## config.mk

```make
export PLATFORM = sky130hd
export DESIGN_NAME = osc_pwr_ctrl
export DESIGN_NICKNAME = d
export VERILOG_FILES = /design/src/rtl/osc_pkg.sv /design/src/rtl/osc_stab_cnt.sv /design/src/rtl/osc_mode_fsm.sv /design/src/rtl/osc_pwr_ctrl.sv
export SDC_FILE = /design/constraint.sdc
export NUM_CORES = 1
export LEC_CHECK = 0
export ABC_AREA = 1
export CAP_MARGIN = 25
export CORE_MARGIN = 2
export CORE_UTILIZATION = 30
export CTS_CLUSTER_DIAMETER = 150
export CTS_CLUSTER_SIZE = 12
export DETAILED_ROUTE_END_ITERATION = 8
export GPL_TIMING_DRIVEN = 0
export PLACE_DENSITY_LB_ADDON = 0.12
export REMOVE_ABC_BUFFERS = 1
export SETUP_SLACK_MARGIN = 0.2
export SYNTH_ARGS = -nofsm -noshare
export SYNTH_HDL_FRONTEND = slang
export SYNTH_SLANG_ARGS = --single-unit
```

## constraint.sdc

```tcl
create_clock -name clk -period 1.5 [get_ports clk]
set_clock_uncertainty 0.05 [all_clocks]
set_input_delay 0.375 -clock clk [delete_from_list [all_inputs] [get_ports clk]]
set_output_delay 0.375 -clock clk [all_outputs]
set_load 0.005 [all_outputs]
```

## src/rtl/osc_pkg.sv

```systemverilog
// Package: shared power-mode encoding for the oscillator controller.
package osc_pkg;
    typedef enum logic [2:0] {
        M_HOLD    = 3'd0,  // after reset, CPU held until first settle
        M_RUN     = 3'd1,
        M_WAIT    = 3'd2,
        M_STOP    = 3'd3,
        M_RECOVER = 3'd4   // leaving stop on main source, awaiting settle
    } pmode_t;
endpackage

```

## src/rtl/osc_stab_cnt.sv

```systemverilog
// Settling timer: a low divider feeding a high counter, both preset to
// PRESET while the oscillator is not running. Counts main ticks until the
// high counter wraps, then raises and holds the stable flag.
// Assumes tick is already synchronous to clk.
module osc_stab_cnt #(
    parameter int DIV_W = 7,
    parameter int HI_W  = 6,
    parameter logic [DIV_W+HI_W-1:0] PRESET = 'h0078
) (
    input  logic clk,
    input  logic rst_n,
    input  logic run,
    input  logic tick,
    output logic stable,
    output logic ovf
);
    localparam int CNT_W = DIV_W + HI_W;

    logic [DIV_W-1:0] div_q;
    logic [HI_W-1:0]  hi_q;
    logic             div_full;

    assign div_full = &div_q;
    assign ovf      = run && !stable && tick && div_full && (&hi_q);

    // Preset while stopped; otherwise advance divider, carry into high part.
    always_ff @(posedge clk) begin
        if (!rst_n || !run) begin
            div_q  <= PRESET[DIV_W-1:0];
            hi_q   <= PRESET[CNT_W-1:DIV_W];
            stable <= 1'b0;
        end else if (tick && !stable) begin
            div_q <= div_q + 1'b1;
            if (div_full) hi_q <= hi_q + 1'b1;
            if (ovf) stable <= 1'b1;
        end
    end

    p_ovf_sets_stable_r2: assert property (@(posedge clk) disable iff (!rst_n)
        ovf |=> stable);
    p_stable_holds_r2: assert property (@(posedge clk) disable iff (!rst_n)
        (stable && run) |=> stable);
    p_off_clears_r3: assert property (@(posedge clk) disable iff (!rst_n)
        !run |=> (!stable && div_q == PRESET[DIV_W-1:0] && hi_q == PRESET[CNT_W-1:DIV_W]));
endmodule

```

## src/rtl/osc_mode_fsm.sv

```systemverilog
// Power-mode sequencer: run, wait, stop, and the two hold states that keep
// the CPU off until the settling counter overflows. Stop wins over wait.
// Assumes requests are single-cycle or level, sampled only in run mode.
module osc_mode_fsm
    import osc_pkg::*;
(
    input  logic   clk,
    input  logic   rst_n,
    input  logic   stop_req,
    input  logic   wait_req,
    input  logic   irq_any,
    input  logic   wake_any,
    input  logic   sel_main,
    input  logic   ovf,
    output pmode_t mode,
    output logic   cpu_clk_en,
    output logic   periph_clk_en,
    output logic   cpu_resume
);
    pmode_t nxt;

    // Next-mode decision.
    always_comb begin
        nxt = mode;
        unique case (mode)
            M_HOLD, M_RECOVER: if (ovf) nxt = M_RUN;
            M_RUN: begin
                if (stop_req)      nxt = M_STOP;
                else if (wait_req) nxt = M_WAIT;
            end
            M_WAIT: if (irq_any || wake_any) nxt = M_RUN;
            M_STOP: if (wake_any) nxt = sel_main ? M_RECOVER : M_RUN;
            default: nxt = M_HOLD;
        endcase
    end

    // Mode register and one-cycle resume pulse.
    always_ff @(posedge clk) begin
        if (!rst_n) begin
            mode       <= M_HOLD;
            cpu_resume <= 1'b0;
        end else begin
            mode       <= nxt;
            cpu_resume <= (nxt == M_RUN) && (mode != M_RUN);
        end
    end

    assign cpu_clk_en    = (mode == M_RUN);
    assign periph_clk_en = (mode == M_RUN) || (mode == M_WAIT);

    p_stop_first_r10: assert property (@(posedge clk) disable iff (!rst_n)
        (mode == M_RUN && stop_req) |=> !periph_clk_en);
    p_wait_keeps_periph_r5: assert property (@(posedge clk) disable iff (!rst_n)
        (mode == M_RUN && wait_req && !stop_req) |=> (periph_clk_en && !cpu_clk_en));
    p_main_wake_holds_r8: assert property (@(posedge clk) disable iff (!rst_n)
        (mode == M_STOP && wake_any && sel_main) |=> !cpu_clk_en);
    p_irq_no_stop_exit_r6: assert property (@(posedge clk) disable iff (!rst_n)
        (mode == M_STOP && !wake_any) |=> !cpu_clk_en);
    p_resume_pulse_r5: assert property (@(posedge clk) disable iff (!rst_n)
        cpu_resume |=> !cpu_resume);
endmodule

```

## src/rtl/osc_pwr_ctrl.sv

```systemverilog
// Top: holds the enable bit and source select, gates the oscillator in
// stop, and joins the settling timer to the mode sequencer.
// Assumes all inputs are synchronous to clk; the select guard and enable
// guard keep the system clock from ever pointing at an unsettled source.
module osc_pwr_ctrl
    import osc_pkg::*;
#(
    parameter int DIV_W  = 7,
    parameter int HI_W   = 6,
    parameter int WAKE_N = 5
) (
    input  logic              clk,
    input  logic              rst_n,
    input  logic              main_tick,
    input  logic              en_wr,
    input  logic              en_val,
    input  logic              sel_wr,
    input  logic              sel_val,
    input  logic              stop_req,
    input  logic              wait_req,
    input  logic              irq_any,
    input  logic [WAKE_N-1:0] wake_evt,
    output logic              osc_run,
    output logic              osc_stable,
    output logic              clk_sel_main,
    output logic              cpu_clk_en,
    output logic              periph_clk_en,
    output logic              cpu_resume
);
    localparam logic [DIV_W+HI_W-1:0] PRESET = (DIV_W + HI_W)'(120);

    logic   en_q;
    logic   ovf;
    pmode_t mode;

    assign osc_run = en_q && (mode != M_STOP);

    // Software bits: enable clear refused on main; main select needs stable.
    always_ff @(posedge clk) begin
        if (!rst_n) begin
            en_q         <= 1'b1;
            clk_sel_main <= 1'b0;
        end else begin
            if (en_wr && (en_val || !clk_sel_main)) en_q <= en_val;
            if (sel_wr && (!sel_val || osc_stable)) clk_sel_main <= sel_val;
        end
    end

    osc_stab_cnt #(.DIV_W(DIV_W), .HI_W(HI_W), .PRESET(PRESET)) u_cnt (
        .clk    (clk),
        .rst_n  (rst_n),
        .run    (osc_run),
        .tick   (main_tick),
        .stable (osc_stable),
        .ovf    (ovf)
    );

    osc_mode_fsm u_fsm (
        .clk           (clk),
        .rst_n         (rst_n),
        .stop_req      (stop_req),
        .wait_req      (wait_req),
        .irq_any       (irq_any),
        .wake_any      (|wake_evt),
        .sel_main      (clk_sel_main),
        .ovf           (ovf),
        .mode          (mode),
        .cpu_clk_en    (cpu_clk_en),
        .periph_clk_en (periph_clk_en),
        .cpu_resume    (cpu_resume)
    );

    p_sel_needs_stable_r4: assert property (@(posedge clk) disable iff (!rst_n)
        (sel_wr && sel_val && !osc_stable && !clk_sel_main) |=> !clk_sel_main);
    p_main_keeps_en_r4: assert property (@(posedge clk) disable iff (!rst_n)
        clk_sel_main |=> en_q);
    p_stop_kills_osc_r6: assert property (@(posedge clk) disable iff (!rst_n)
        (mode == M_RUN && stop_req) |=> !osc_run);
    p_disabled_wake_r9: assert property (@(posedge clk) disable iff (!rst_n)
        (mode == M_STOP && !en_q && !en_wr) |=> !osc_run);
endmodule

```

## Word level (Yosys, flattened, before mapping)

Cells that the tools add are included.

| operators by class | value |
|---|---|
| $add $sub $neg | 2 |
| multiply operators | 0 |
| divide/modulo/power cells | 0 |
| magnitude comparators | 0 |
| equality and inequality tests | 7 |
| shift-type cells | 0 |
| multiplexer cells | 7 |
| bitwise operators | 0 |
| reductions and logical operators | 26 |

Operators by type and width:

| kind | number |
|---|---|
| $mux 3 | 6 |
| $pmux 3 s4 | 1 |
| $logic_and 1x1->1 | 9 |
| $reduce_and 8->1 | 1 |
| $add 7x1->7 const B | 1 |
| $reduce_and 7->1 | 1 |
| $add 6x1->6 const B | 1 |
| $eq 3x1->1 const B | 2 |
| $eq 3x2->1 const B | 2 |
| $reduce_and 6->1 | 1 |
| $logic_not 1->1 | 5 |
| $logic_or 1x1->1 | 5 |
| $reduce_or 5->1 | 1 |
| $eq 3x3->1 const B | 1 |
| $logic_not 3->1 | 1 |
| $ne 3x1->1 const B | 1 |
| $ne 3x2->1 const B | 1 |
| $reduce_and 2->1 | 1 |
| $reduce_or 2->1 | 1 |

| storage, ports and cells | value |
|---|---|
| flip-flop bits (word level) | 20 |
| latch bits | 0 |
| memory bits (writable) | 0 |
| bits in read-only memories | 0 |
| bits of input ports | 15 |
| output and inout bits | 6 |
| word-level logic and storage cells | 49 |
| memories | 0 |

## Logic depth before layout (Yosys ltp)

| logic depth | value |
|---|---|
| depth in word-level cells | 10 |
| depth in mapped cells | 9 |
| depth with buffers taken out | 9 |

## Hierarchy

A second synthesis with hierarchy kept.

| second synthesis, totals | value |
|---|---|
| cells, all modules | 163 |
| area, all modules | 1126.1 um^2 |

Modules (own cells, without submodules):

| module | instances | cells an instance | area an instance (um^2) | sequential area each (um^2) |
|---|---|---|---|---|
| osc_stab_cnt | 1 | 101 | 755.7 | 280.3 |
| osc_mode_fsm | 1 | 45 | 257.7 | 80.1 |
| osc_pwr_ctrl | 1 | 17 | 112.6 | 40.0 |

## Worst setup path before layout

Ideal clock, no wire load.

| path | value |
|---|---|
| kind | register to output |
| from | reg u_fsm.mode[2] |
| to | out periph_clk_en |
| arrival time | 0.893 ns |
| data required time | 1.075 ns |
| setup slack | 0.182 ns |
| cell stages (with the launch flop) | 5 |
| path through | dfxtp_1 > inv_1 > nand3_1 > inv_1 > or2_2 |

| between the ends | value |
|---|---|
| longest elaborated chain between the ends | 2 |
| elaborated cells between the ends (all ways) | 3 |
| those cells by class | eq/ne (2); reduce/logical (1) |

Ends and longest elaborated chain:

| what | RTL line | source |
|---|---|---|
| start, declared | osc_mode_fsm.sv:15 | `output pmode_t mode,` |
| start signal, assigned | osc_mode_fsm.sv:43 | `mode <= nxt;` |
| $eq 3x1->1 | -- |  |
| net cpu_clk_en | osc_pwr_ctrl.sv:26 | `output logic cpu_clk_en,` |
| $logic_or 1x1->1 | osc_mode_fsm.sv:49 | `assign periph_clk_en = (mode == M_RUN) \|\| (mode == M_WAIT);` |
| end, declared | osc_pwr_ctrl.sv:27 | `output logic periph_clk_en,` |

The timed path passes the listed nets, and every way through them passes these cells.

## Worst setup path after layout

| path | value |
|---|---|
| from | reg u_fsm.mode[2] |
| to | out periph_clk_en |

| between the ends | value |
|---|---|
| longest elaborated chain between the ends | 2 |
| elaborated cells between the ends (all ways) | 3 |
| those cells by class | eq/ne (2); reduce/logical (1) |

Ends and longest elaborated chain:

| what | RTL line |
|---|---|
| $eq 3x1->1 / $eq 3x2->1 (equally long branches) | osc_mode_fsm.sv:49 |
| $logic_or 1x1->1 (*) | osc_mode_fsm.sv:49 |

Mark *: on every way between the ends. The rest lies on a longest branch, timed or not.

==> results.py <==
metrics = {
    "setup_path": {
        "cp_max_fo": 3,
        "crit_path_cell_trace": "inv_2 > nand3_2 > inv_2 > or2_4 > buf_6",
        "crit_top_cell": "inv_2",
        "cp-end-kind": "output port",
        "slowest_stage": "dfxtp_2",
        "crit_type": "flop to output port",
        "critPathLaunchType": "flop",
        "cp.arrival_ns": 1.18,
        "worst_path_largest_cell_delay_ns": 0.36,
        "worstPathRequired_ns": 1.07,
    },
    "sta": {
        "fmax_mhz": 624,
        "finalWorstSetupSlack_ns": -0.102,
        "tns_ns": -0.157,
        "setup_viol_count_final": 2,
        "hold_viol_final": 0,
        "finalCriticalPeriod_ns": 1.60,
        "rsz0062_at_grt": "true",
        "finalCritPeriodShare_pct": 107,
        "drv_slew": 0,
        "relSlewSlack_pct": 79.8,
        "tightest_slew_ns": 0.300,
    },
    "floorplanning": {
        "core_area_mm2": 0.00336,
        "num_rows": 21,
        "die_area_mm2": 0.00403,
        "die_h_um": 63.5,
        "io_pins": 21,
        "initial_core_util_pct": 31.6,
        "die_w_um": 63.5,
    },
    "cells_and_area": {
        "fill_cells": 347,
        "drive_above_1_share_pct": 46.4,
        "antenna_cells": 0,
        "final-instance-count-excl-fill": 240,
        "nNetsFinal": 212,
        "finish.utilization_pct": 50.4,
        "synthToLayoutAreaGrowth_pct": 59.7,
        "multiInputGateArea_um2": 691,
        "seqCellArea_um2": 414,
    },
    "route": {
        "dr.pass1.iters": 4,
        "drt_iter0_markers": 45,
        "via_per_inst": 4.52,
        "num_vias": 1085,
        "drc": 0,
        "drt_wl_total_um": 2660,
        "ant_nets": 0,
        "post_drt_wl_per_cell_um": 11.1,
    },
    "place": {
        "dp_slack_ns": -0.306,
        "hpwl_um": 1680,
        "portBuffers": 20,
        "gp_congestion": 0.783,
        "placed_cells": 212,
    },
    "synthesis": {
        "synthMuxAreaShare_pct": 0,
        "yosys.area_share.simple_pct": 36.6,
        "syn_inst": 147,
        "synthTopCellsByArea": "dfxtp_1 (38%), nand2_1 (12%), nor2_1 (7.8%)",
        "synthXorXnorAreaFrac_pct": 4.95,
        "synth.avg_cell_area_um2": 7.23,
        "synth_edf_count": 0,
        "synth_async_sr_flop_share_pct": 0,
        "ys_ff_latch": 20,
        "synth_top_cell_by_area": "dfxtp_1",
        "yosys.area_share.adder_pct": 2.36,
        "synth-seq-area-share_pct": 37.7,
        "syn_area_mm2": 0.00106,
        "yosys_most_used_dff": "dfxtp_1",
        "yosysMostFrequentCell": "nand2_1",
        "synth_top_family_by_area": "simple AND/OR/NAND/NOR gates",
        "synth.top_cell.area_share_pct": 37.7,
        "synth-compound-area-share_pct": 10.5,
        "yosysWarnings": 0,
        "synth.distinct_cells": 24,
        "synth_commonest_cells": "nand2_1 (35), nor2_1 (22), dfxtp_1 (20)",
    },
    "clock_network": {
        "clk_path_buf_depth": 2,
        "cts_sinks": 20,
        "clkSlewWorstSetupHoldPaths_ns": 0.12,
        "cts_tree": "done",
        "htree_levels": 1,
        "cts_buffers": 3,
        "insertion_delay_ns": 0.30,
        "root_buffer": "clkbuf_4",
    },
    "grt": {
        "grt_max_degree": 13,
        "antenna_found_initial": 0,
        "track_usage_pct": 13.6,
        "grt_pass1_wl_um": 4440,
        "grt_remaining_overflow": 0,
        "grt_pass1_vias": 1078,
    },
    "job": {
        "maxCapViolations": 0,
    },
    "power": {
        "p_total_mw": 1.11,
        "peakVddDrop_uv": 415,
        "leakage_nw": 0.734,
        "powerDensity_mw_per_mm2": 652,
    },
    "run_status": {
        "outcome": "finished, violations left",
        "failed_checks": "setup timing",
    },
    "min_path": {
        "hp-class": "flop to flop",
    },
}
## worst max-delay path, delay by kind of cell (launching register included)
kind	cells	cell delay, ns
flops	1	0.36
simple gates	2	0.31
buf+inv	3	0.21
## routing by layer
metal	part of all wire (%)	GRT usage [%]	wire length (um)	vias up
li1	-	-	-	555
met1	43	14.5	1140	508
met2	52	25.9	1370	20
met3	4.8	3.93	127	2
met4	0.94	3.26	25	0
met5	0	0	0	-
## cells in the final DEF (no fill, tap or decap), types with 2 or more instances in the layout
| master | Yosys | routed |
|---|---|---|
| nand2_1 | 35 | 30 |
| nor2_1 | 22 | 17 |
| buf_4 | 0 | 17 |
| clkdlybuf4s50_1 | 0 | 13 |
| a21oi_2 | 1 | 12 |
| inv_1 | 16 | 11 |
| dfxtp_1 | 20 | 11 |
| dfxtp_2 | 0 | 8 |
| buf_6 | 1 | 8 |
| nand2_2 | 2 | 7 |
| inv_2 | 2 | 5 |
| nor2_2 | 2 | 5 |
| nor2_4 | 2 | 4 |
| xor2_1 | 4 | 4 |
| nand3_2 | 0 | 3 |
| o21ai_0 | 6 | 3 |
| nand3_1 | 6 | 3 |
| o21ai_1 | 0 | 3 |
| clkbuf_4 | 0 | 3 |
| nand2_4 | 2 | 2 |
| nor3_4 | 1 | 2 |
| clkinv_4 | 0 | 2 |
| nor3b_2 | 2 | 2 |
| a21oi_1 | 13 | 2 |
| ha_1 | 2 | 2 |
| clkbuf_2 | 0 | 2 |
## stage by stage
stage | hold WS (ns) | cell area [um^2]
3_3_place_gp | 0.419 | 1310
6_report | 0.447 | 1700
3_5_place_dp | 0.428 | 1310
4_1_cts | 0.456 | 1630
5_1_grt | 0.478 | 1700
2_1_floorplan | 0.406 | 1050
## kinds of logic after synthesis
family | after synthesis
compound gates | 21
fa+ha+maj | 2
xor+xnor | 6
buf+inv | 20
flops | 20
simple gates | 78
## final timing paths
path                                startpoint  depth (start not counted)  slack (ns)        endpoint
worst min register to register  u_cnt.div_q[1]                          2        0.45  u_cnt.div_q[1]
worst max-delay path             u_fsm.mode[2]                          5       -0.10   periph_clk_en
worst max register to register   u_fsm.mode[1]                          9        0.07  u_cnt.div_q[5]
worst min-delay path            u_cnt.div_q[1]                          2        0.45  u_cnt.div_q[1]
## final cells by class
type	count	share of cell area, %
multi-input cells	107	40.7
flip-flops and latches	20	24.4
repair buffers	43	22.5
inverters	19	4.94
well taps	46	3.39
clock inverters	1	1.77
clock buffers	3	1.33
repair inverters	1	0.959
## power breakdown
group	leakage, nW	switching (mW)	internal (mW)	total, mW
combinational	0.540	0.0566	0.0696	0.126
clock	0.0279	0.170	0.270	0.440
sequential	0.167	0.00503	0.535	0.540
## registers in the layout, indices dropped and copies added, names as in the netlist
signal and cells:
u_cnt.div_q 7, u_cnt.hi_q 6, u_fsm.mode 3, clk_sel_main 1, en_q 1, u_cnt.stable 1
u_fsm.cpu_resume 1
## timing repair
action / 4_1_cts / 5_1_grt
setup endpoints to repair: 19 / 23
pin swaps: 12 / 11
setup buffers: 17 / 6
hold buffers: 0 / 0
gates cloned: 1 / 0
resized for setup: 74 / 12
Note: power is estimated with default switching activity, not from simulation.
